[src/rtl/cdb_pkg.sv]
package cdb_pkg;

    parameter int CDB_MAX   = 10;
    parameter int LEN_W     = $clog2(CDB_MAX + 1);
    parameter int LBA_W     = 32;
    parameter int CNT_W     = 16;
    parameter int BLK_SHIFT = 9;
    parameter int XFER_W    = CNT_W + BLK_SHIFT;
    parameter int INQ_MAX   = 36;

    typedef enum logic [1:0] {
        PH_STATUS   = 2'd0,
        PH_DATA_IN  = 2'd1,
        PH_DATA_OUT = 2'd2
    } phase_e;

    typedef enum logic [2:0] {
        ST_IDLE,
        ST_OPCODE,
        ST_COLLECT,
        ST_DECODE,
        ST_DONE,
        ST_HOLD
    } ctl_state_e;

    localparam logic [7:0] STS_GOOD  = 8'h00;
    localparam logic [7:0] STS_CHECK = 8'h02;

    localparam logic [7:0] OPC_TUR      = 8'h00;
    localparam logic [7:0] OPC_SENSE    = 8'h03;
    localparam logic [7:0] OPC_FORMAT   = 8'h04;
    localparam logic [7:0] OPC_RD6      = 8'h08;
    localparam logic [7:0] OPC_VND_A    = 8'h09;
    localparam logic [7:0] OPC_WR6      = 8'h0A;
    localparam logic [7:0] OPC_VND_B    = 8'h0C;
    localparam logic [7:0] OPC_VND_C    = 8'h0D;
    localparam logic [7:0] OPC_VND_D    = 8'h0E;
    localparam logic [7:0] OPC_INQ      = 8'h12;
    localparam logic [7:0] OPC_MSEL     = 8'h15;
    localparam logic [7:0] OPC_MSENSE   = 8'h1A;
    localparam logic [7:0] OPC_STARTSTP = 8'h1B;
    localparam logic [7:0] OPC_CAP      = 8'h25;
    localparam logic [7:0] OPC_RD10     = 8'h28;
    localparam logic [7:0] OPC_WR10     = 8'h2A;
    localparam logic [7:0] OPC_VERIFY   = 8'h2F;
    localparam logic [7:0] OPC_RDBUF    = 8'h3C;

    typedef struct packed {
        phase_e              phase;
        logic [7:0]          status;
        logic [LBA_W-1:0]    lba;
        logic [CNT_W-1:0]    blk;
        logic [XFER_W-1:0]   xfer;
    } decode_t;

endpackage

[src/rtl/cdb_len_table.sv]
module cdb_len_table
    import cdb_pkg::*;
(
    input  logic [7:0]       opcode,
    output logic [LEN_W-1:0] len
);

    localparam logic [LEN_W-1:0] LEN_SHORT   = LEN_W'(6);
    localparam logic [LEN_W-1:0] LEN_LONG    = LEN_W'(10);
    localparam logic [LEN_W-1:0] LEN_UNKNOWN = LEN_W'(1);

    always_comb begin
        case (opcode)
            OPC_CAP, OPC_RD10, OPC_WR10, OPC_VERIFY:
                len = LEN_LONG;
            OPC_TUR, OPC_SENSE, OPC_FORMAT, OPC_RD6, OPC_WR6, OPC_INQ,
            OPC_MSEL, OPC_MSENSE, OPC_STARTSTP, OPC_RDBUF,
            OPC_VND_A, OPC_VND_B, OPC_VND_C, OPC_VND_D:
                len = LEN_SHORT;
            default:
                len = LEN_UNKNOWN;
        endcase
    end

endmodule

[src/rtl/cdb_byte_store.sv]
module cdb_byte_store
    import cdb_pkg::*;
#(
    parameter int DEPTH = CDB_MAX,
    parameter int CW    = $clog2(DEPTH + 1)
) (
    input  logic                   clk,
    input  logic                   rst_n,
    input  logic                   clear,
    input  logic                   wr,
    input  logic [7:0]             din,
    input  logic [CW-1:0]          limit,
    output logic [DEPTH-1:0][7:0]  bytes,
    output logic [CW-1:0]          count
);

    logic wr_ok;
    assign wr_ok = wr && (count < limit);

    always_ff @(posedge clk or negedge rst_n) begin
        if (!rst_n)
            count <= '0;
        else if (clear)
            count <= '0;
        else if (wr_ok)
            count <= count + CW'(1);
    end

    for (genvar g = 0; g < DEPTH; g++) begin : g_slot
        always_ff @(posedge clk or negedge rst_n) begin
            if (!rst_n)
                bytes[g] <= '0;
            else if (clear)
                bytes[g] <= '0;
            else if (wr_ok && (count == CW'(g)))
                bytes[g] <= din;
        end
    end

endmodule

[src/rtl/cdb_field_decode.sv]
module cdb_field_decode
    import cdb_pkg::*;
(
    input  logic [CDB_MAX-1:0][7:0] b,
    output decode_t                 d
);

    logic [LBA_W-1:0]  lba_short, lba_long;
    logic [CNT_W-1:0]  cnt_short, cnt_long;
    logic [7:0]        inq_len;
    logic [5:0]        page;
    logic              unused_cdb_bits;

    assign lba_short = LBA_W'({b[1][4:0], b[2], b[3]});
    assign lba_long  = {b[2], b[3], b[4], b[5]};
    assign cnt_short = (b[4] == 8'h00) ? CNT_W'(256) : CNT_W'(b[4]);
    assign cnt_long  = {b[7], b[8]};
    assign inq_len   = (b[4] < 8'(INQ_MAX)) ? b[4] : 8'(INQ_MAX);
    assign page      = b[2][5:0];
    assign unused_cdb_bits = ^{b[9], b[6], b[1][7:5], b[2][7:6]};

    function automatic logic [XFER_W-1:0] to_bytes(input logic [CNT_W-1:0] c);
        return XFER_W'(c) << BLK_SHIFT;
    endfunction

    always_comb begin
        d        = '0;
        d.phase  = PH_STATUS;
        d.status = STS_GOOD;
        case (b[0])
            OPC_TUR, OPC_FORMAT, OPC_STARTSTP,
            OPC_VND_A, OPC_VND_B, OPC_VND_C, OPC_VND_D: begin
                d.phase = PH_STATUS;
            end
            OPC_SENSE: begin
                d.phase = PH_DATA_IN;
                d.xfer  = XFER_W'(13);
            end
            OPC_CAP: begin
                d.phase = PH_DATA_IN;
                d.xfer  = XFER_W'(8);
            end
            OPC_RDBUF: begin
                d.phase = PH_DATA_IN;
                d.xfer  = XFER_W'(4);
            end
            OPC_MSEL: begin
                d.phase = PH_DATA_OUT;
            end
            OPC_INQ: begin
                d.phase = PH_DATA_IN;
                d.xfer  = XFER_W'(inq_len);
            end
            OPC_MSENSE: begin
                d.phase = PH_DATA_IN;
                case (page)
                    6'h01:   d.xfer = XFER_W'(12);
                    6'h03:   d.xfer = XFER_W'(24);
                    6'h04:   d.xfer = XFER_W'(32);
                    6'h30:   d.xfer = XFER_W'(34);
                    default: begin
                        d.phase  = PH_STATUS;
                        d.status = STS_CHECK;
                    end
                endcase
            end
            OPC_RD6, OPC_WR6: begin
                d.phase = (b[0] == OPC_RD6) ? PH_DATA_IN : PH_DATA_OUT;
                d.lba   = lba_short;
                d.blk   = cnt_short;
                d.xfer  = to_bytes(cnt_short);
            end
            OPC_RD10, OPC_WR10: begin
                d.phase = (b[0] == OPC_RD10) ? PH_DATA_IN : PH_DATA_OUT;
                d.lba   = lba_long;
                d.blk   = cnt_long;
                d.xfer  = to_bytes(cnt_long);
            end
            OPC_VERIFY: begin
                d.phase = PH_STATUS;
                d.lba   = lba_long;
                d.blk   = cnt_long;
            end
            default: begin
                d.phase  = PH_STATUS;
                d.status = STS_CHECK;
            end
        endcase
    end

endmodule

[src/rtl/cdb_decoder.sv]
module cdb_decoder
    import cdb_pkg::*;
(
    input  logic              clk,
    input  logic              rst_n,
    input  logic              cmd_start,
    input  logic              byte_valid,
    input  logic [7:0]        byte_data,
    output logic              done,
    output logic [1:0]        next_phase,
    output logic [7:0]        status_code,
    output logic [7:0]        cmd_opcode,
    output logic [LBA_W-1:0]  cmd_lba,
    output logic [CNT_W-1:0]  blk_cnt,
    output logic [XFER_W-1:0] xfer_len
);

    ctl_state_e                 state, state_nxt;
    logic [LEN_W-1:0]           tbl_len, cur_len, eff_len, count;
    logic [CDB_MAX-1:0][7:0]    bytes;
    decode_t                    dec;
    logic                       accept, final_byte;

    cdb_len_table u_len (
        .opcode (byte_data),
        .len    (tbl_len)
    );

    assign eff_len    = (state == ST_OPCODE) ? tbl_len : cur_len;
    assign accept     = byte_valid && !cmd_start &&
                        ((state == ST_OPCODE) || (state == ST_COLLECT));
    assign final_byte = accept && ((count + LEN_W'(1)) == eff_len);

    cdb_byte_store #(.DEPTH(CDB_MAX), .CW(LEN_W)) u_store (
        .clk   (clk),
        .rst_n (rst_n),
        .clear (cmd_start),
        .wr    (accept),
        .din   (byte_data),
        .limit (eff_len),
        .bytes (bytes),
        .count (count)
    );

    cdb_field_decode u_dec (
        .b (bytes),
        .d (dec)
    );

    always_ff @(posedge clk or negedge rst_n) begin
        if (!rst_n)
            cur_len <= '0;
        else if (accept && (state == ST_OPCODE))
            cur_len <= tbl_len;
    end

    // next-state
    always_comb begin
        state_nxt = state;
        unique case (state)
            ST_IDLE:    state_nxt = ST_IDLE;
            ST_OPCODE:  if (accept) state_nxt = final_byte ? ST_DECODE : ST_COLLECT;
            ST_COLLECT: if (final_byte) state_nxt = ST_DECODE;
            ST_DECODE:  state_nxt = ST_DONE;
            ST_DONE:    state_nxt = ST_HOLD;
            ST_HOLD:    state_nxt = ST_HOLD;
            default:    state_nxt = ST_IDLE;
        endcase
        if (cmd_start)
            state_nxt = ST_OPCODE;
    end

    // state register
    always_ff @(posedge clk or negedge rst_n) begin
        if (!rst_n)
            state <= ST_IDLE;
        else
            state <= state_nxt;
    end

    // output registers
    always_ff @(posedge clk or negedge rst_n) begin
        if (!rst_n) begin
            next_phase  <= PH_STATUS;
            status_code <= '0;
            cmd_opcode  <= '0;
            cmd_lba     <= '0;
            blk_cnt     <= '0;
            xfer_len    <= '0;
        end else if (state == ST_DECODE) begin
            next_phase  <= dec.phase;
            status_code <= dec.status;
            cmd_opcode  <= bytes[0];
            cmd_lba     <= dec.lba;
            blk_cnt     <= dec.blk;
            xfer_len    <= dec.xfer;
        end
    end

    assign done = (state == ST_DONE);

endmodule

[config.mk]
export PLATFORM = sky130hd
export DESIGN_NAME = cdb_decoder
export DESIGN_NICKNAME = d
export VERILOG_FILES = /design/src/rtl/cdb_pkg.sv /design/src/rtl/cdb_len_table.sv /design/src/rtl/cdb_byte_store.sv /design/src/rtl/cdb_field_decode.sv /design/src/rtl/cdb_decoder.sv
export SDC_FILE = /design/constraint.sdc
export NUM_CORES = 1
export LEC_CHECK = 0
export ABC_AREA = 0
export BUFFER_PORTS_ARGS = -buffer_cell sky130_fd_sc_hd__buf_2
export CORE_UTILIZATION = 58
export DETAILED_ROUTE_END_ITERATION = 8
export GPL_ROUTABILITY_DRIVEN = 0
export PLACE_DENSITY = 0.8
export SETUP_SLACK_MARGIN = 0.4
export SLEW_MARGIN = 20
export SYNTH_ARGS = -nofsm -noshare
export SYNTH_HDL_FRONTEND = slang
export SYNTH_SLANG_ARGS = --single-unit
[constraint.sdc]
create_clock -name clk -period 3.5 [get_ports clk]
set_clock_uncertainty 0.2 [all_clocks]
set_input_delay 0 -clock clk [delete_from_list [all_inputs] [get_ports clk]]
set_output_delay 0 -clock clk [all_outputs]
set_load 0.01 [all_outputs]
==> impl_results.md <==
* Multi-input gate area at 0.00334 mm^2
* Worst VDD drop at 0.309 mV
* RSZ-0062 raised after global routing: yes
* Synth cell types at 67
* Worst path bufs/invs at 0
* Final Net Count at 879
* CTS root buf: clkbuf_16
* Hold Slack at 1.45 ps
* PwrDens at 567 mW/mm^2
* Mapped Cells at 762
* Crit. End Element: flop
* Post-layout minimum cycle time at 2940 ps
* CTS Buf Count at 17
* CP startpoint kind: flop
* Final setup fails at 0
* Starting Density at 59.6%
* Seq cells post-synth at 155
* FILL cells at 953
* Critical path depth at 10
* First-pass GRT wire length at 29300 um
* Num Clock Sinks at 155
* Req. time, crit path at 3590 ps
* Kind of cell adding the most delay to the critical path: simple AND/OR/NAND/NOR gates
* CTS clock-pin slew for the worst setup and hold paths at 60 ps
* Most frequent cells in the layout: dfrtp_1 (153), nand2_1 (105), buf_2 (94)
* Initial antenna violation count at 0
* Largest net degree at the start of global routing at 85
* Post-synthesis instance area at 0.00752 mm^2
* Seq. cell area at 0.00388 mm^2
* Final Hold Viols at 0
* WL per Instance at 17.6 um
* Share of cells above drive strength 1 at 19.5%
* Total wire length at 18300 um
* Post-detail-place hpwl at 12400 um
* Asr flop ratio synth at 100%
* Mux contribution to synthesized area at 6.81%
* Area of placed instances at 0.00806 mm^2
* Max_slew headroom at 49.6%
* Row cnt at 41
* Syn avg cell area at 9.87 um^2
* Antenna diode count at 0
* Die H at 116 um
* Yosys warns at 0
* Die width at 116 um
* Largest family of logic cells by synthesized area: simple AND/OR/NAND/NOR gates
* Pleak at 0.00434 uW
* Worst path max stage delay at 450 ps
* Crit Path Max Fanout at 8
* Maxcap violations at 0
* CTS H-tree lvls at 4
* Vias in the first global route at 5859
* Initial drt markers at 486
* Post-Synth XOR/XNOR Area at 1.05%
* Commonest non-fill, non-tap cell in the layout: dfrtp_1
* Final worst-path cycle share at 84.0%
* Port Buffers at 95
* Core ar. at 0.0126 mm^2
* Number of flops mapped to enable cells by yosys at 0
* Routed vias/inst at 5.92
* Min-Delay Path Class: in2async
* Number of routed nets with antenna violations at 0
* Remaining Overflow, GRT at 0
* Worst skew pair latency at 430 ps
* First-pass detailed-route iteration total at 5
* Final instance area at 0.00884 mm^2
* Post-synthesis sequential area ratio at 51.6%
* Die area at 0.0134 mm^2
* Max Root-Sink Buffers at 2
* DRC at 0
* Syn-to-layout area delta at 17.6%
* Crit-path cells: or3b_4 > nor2_1 > a21oi_1 > ha_1 > nor2b_1 > o21a_1 > o21ai_2 > and4b_2 > nand2_2 > mux2i_1
* Fmax at 0.340 GHz
* Sum Neg Setup Slack at 0 ps
* Post-synthesis compound-gate area fraction at 12.9%
* Actual slew at the worst max-slew pin at 754 ps
* IO Count at 104
* Max Slew Vio Count at 0
* Synth Area in Adders at 2.16%
* Worst Setup Path Type: reg2reg
* R2r worst-path depth at 10
* WP data arrival at 3030 ps
* TritonCTS clock tree: yes
* Slowest-stage cell, CP: dfrtp_2
* Vias at 6149
* Top_reg_cell synth: dfrtp_1
* Outcome: completed
* Simple-gate share of the synthesized area at 20.6%
* All-Layer GR Usage at 28.8%
-- layout make-up --
| type | instances | area share, % |
|---|---|---|
| timing repair buffer | 127 | 8.87 |
| clock inverter | 10 | 1.32 |
| inverter | 11 | 0.467 |
| sequential | 155 | 43.9 |
| tap | 172 | 2.43 |
| clock buffer | 22 | 5.25 |
| multi-input combinational | 542 | 37.8 |
-- cells in the mapped netlist, types with 2 or more instances --
master	count	area [um^2]
o21ai_1	3	15.0
o31ai_1	9	67.6
o21ai_0	62	310
xnor2_1	8	70.1
nand3b_1	7	52.6
buf_4	11	82.6
and4_1	2	17.5
nor3_1	7	35.0
a211oi_1	2	15.0
mux2i_1	50	500
nand2_4	2	22.5
and2_1	3	18.8
nor4_1	7	43.8
a31oi_1	2	12.5
a221oi_2	2	30.0
nor2b_1	5	31.3
buf_6	4	45.0
ha_1	13	163
a21oi_1	26	130
buf_1	3	11.3
buf_2	7	35.0
nand2b_1	52	325
clkbuf_1	35	131
nand2_1	105	394
or3_1	4	25.0
nand4_1	3	18.8
a221oi_1	27	236
or2_2	2	12.5
inv_1	11	41.3
or4_4	2	22.5
nand2_2	3	18.8
nor3b_1	2	15.0
nand3_1	17	85.1
dfrtp_1	155	3880
nor2_1	74	278
a22oi_1	3	22.5
o2111ai_1	2	17.5
-- registers in the layout, indices dropped and copies added (netlist names) --
name           cells
blk_cnt           16
cmd_lba           32
cmd_opcode         8
cur_len            4
next_phase         2
state              3
status_code        1
u_store.bytes     61
u_store.count      4
xfer_len          24
-- worst register-to-register path: stages, from the launching register on --
cell,delay (ps)
dfrtp_2,450
or3b_4,430
nor2_1,160
a21oi_1,60
ha_1,260
nor2b_1,130
o21a_1,170
o21ai_2,190
and4b_2,320
nand2_2,220
mux2i_1,200
-- worst paths after layout --
path,start,end,slack [ps]
worst max register to register,state[1],u_store.bytes[59],560
max in group asynchronous,rst_n,u_store.bytes[29],2250
worst max-delay path,state[1],u_store.bytes[59],560
worst min-delay path,rst_n,xfer_len[3],1
worst min register to register,xfer_len[5],xfer_len[5],270
min in group clk,byte_data[2],cur_len[3],50
-- routing by layer --
layer  track usage, %  wire length (um)  up-vias
met2             46.7              8820      255
met1             37.2              7870     3026
met4             13.5               524        0
li1                 -                 -     2826
met3             6.22              1090       42
met5                0                 0        -
-- timing repair --
item	in CTS	in global routing
cloned	0	0
hold endpoints to repair	144	0
buffers inserted	0	2
setup endpoints to repair	52	63
pin swaps	0	1
hold buffers	15	0
resized for setup	4	6
-- power breakdown --
part           switching, uW  total, uW  internal [uW]
clock network            712       1800           1090
logic                    622       1040            418
registers                156       2180           2020
total                   1490       5020           3530
-- cells by family (layout without fill, tap and decap cells) --
logic type	after synthesis	in the layout
mux	51	51
simple gates	310	310
flops	155	155
compound gates	151	151
buf+inv	72	170
other cells	1	8
xor+xnor	9	9
fa+ha+maj	13	13
-- metrics by stage --
stage	utilization, %	total power [uW]	worst slack, ps	std cells
2_1_floorplan	-	2820	484	769
3_3_place_gp	63.8	3160	196	990
3_5_place_dp	63.8	3210	-59.1	990
4_1_cts	69.7	5010	401	1037
5_1_grt	70.1	5240	394	1039
6_report	70.1	5020	561	1039
No activity file was read; power rests on OpenSTA's default activity.
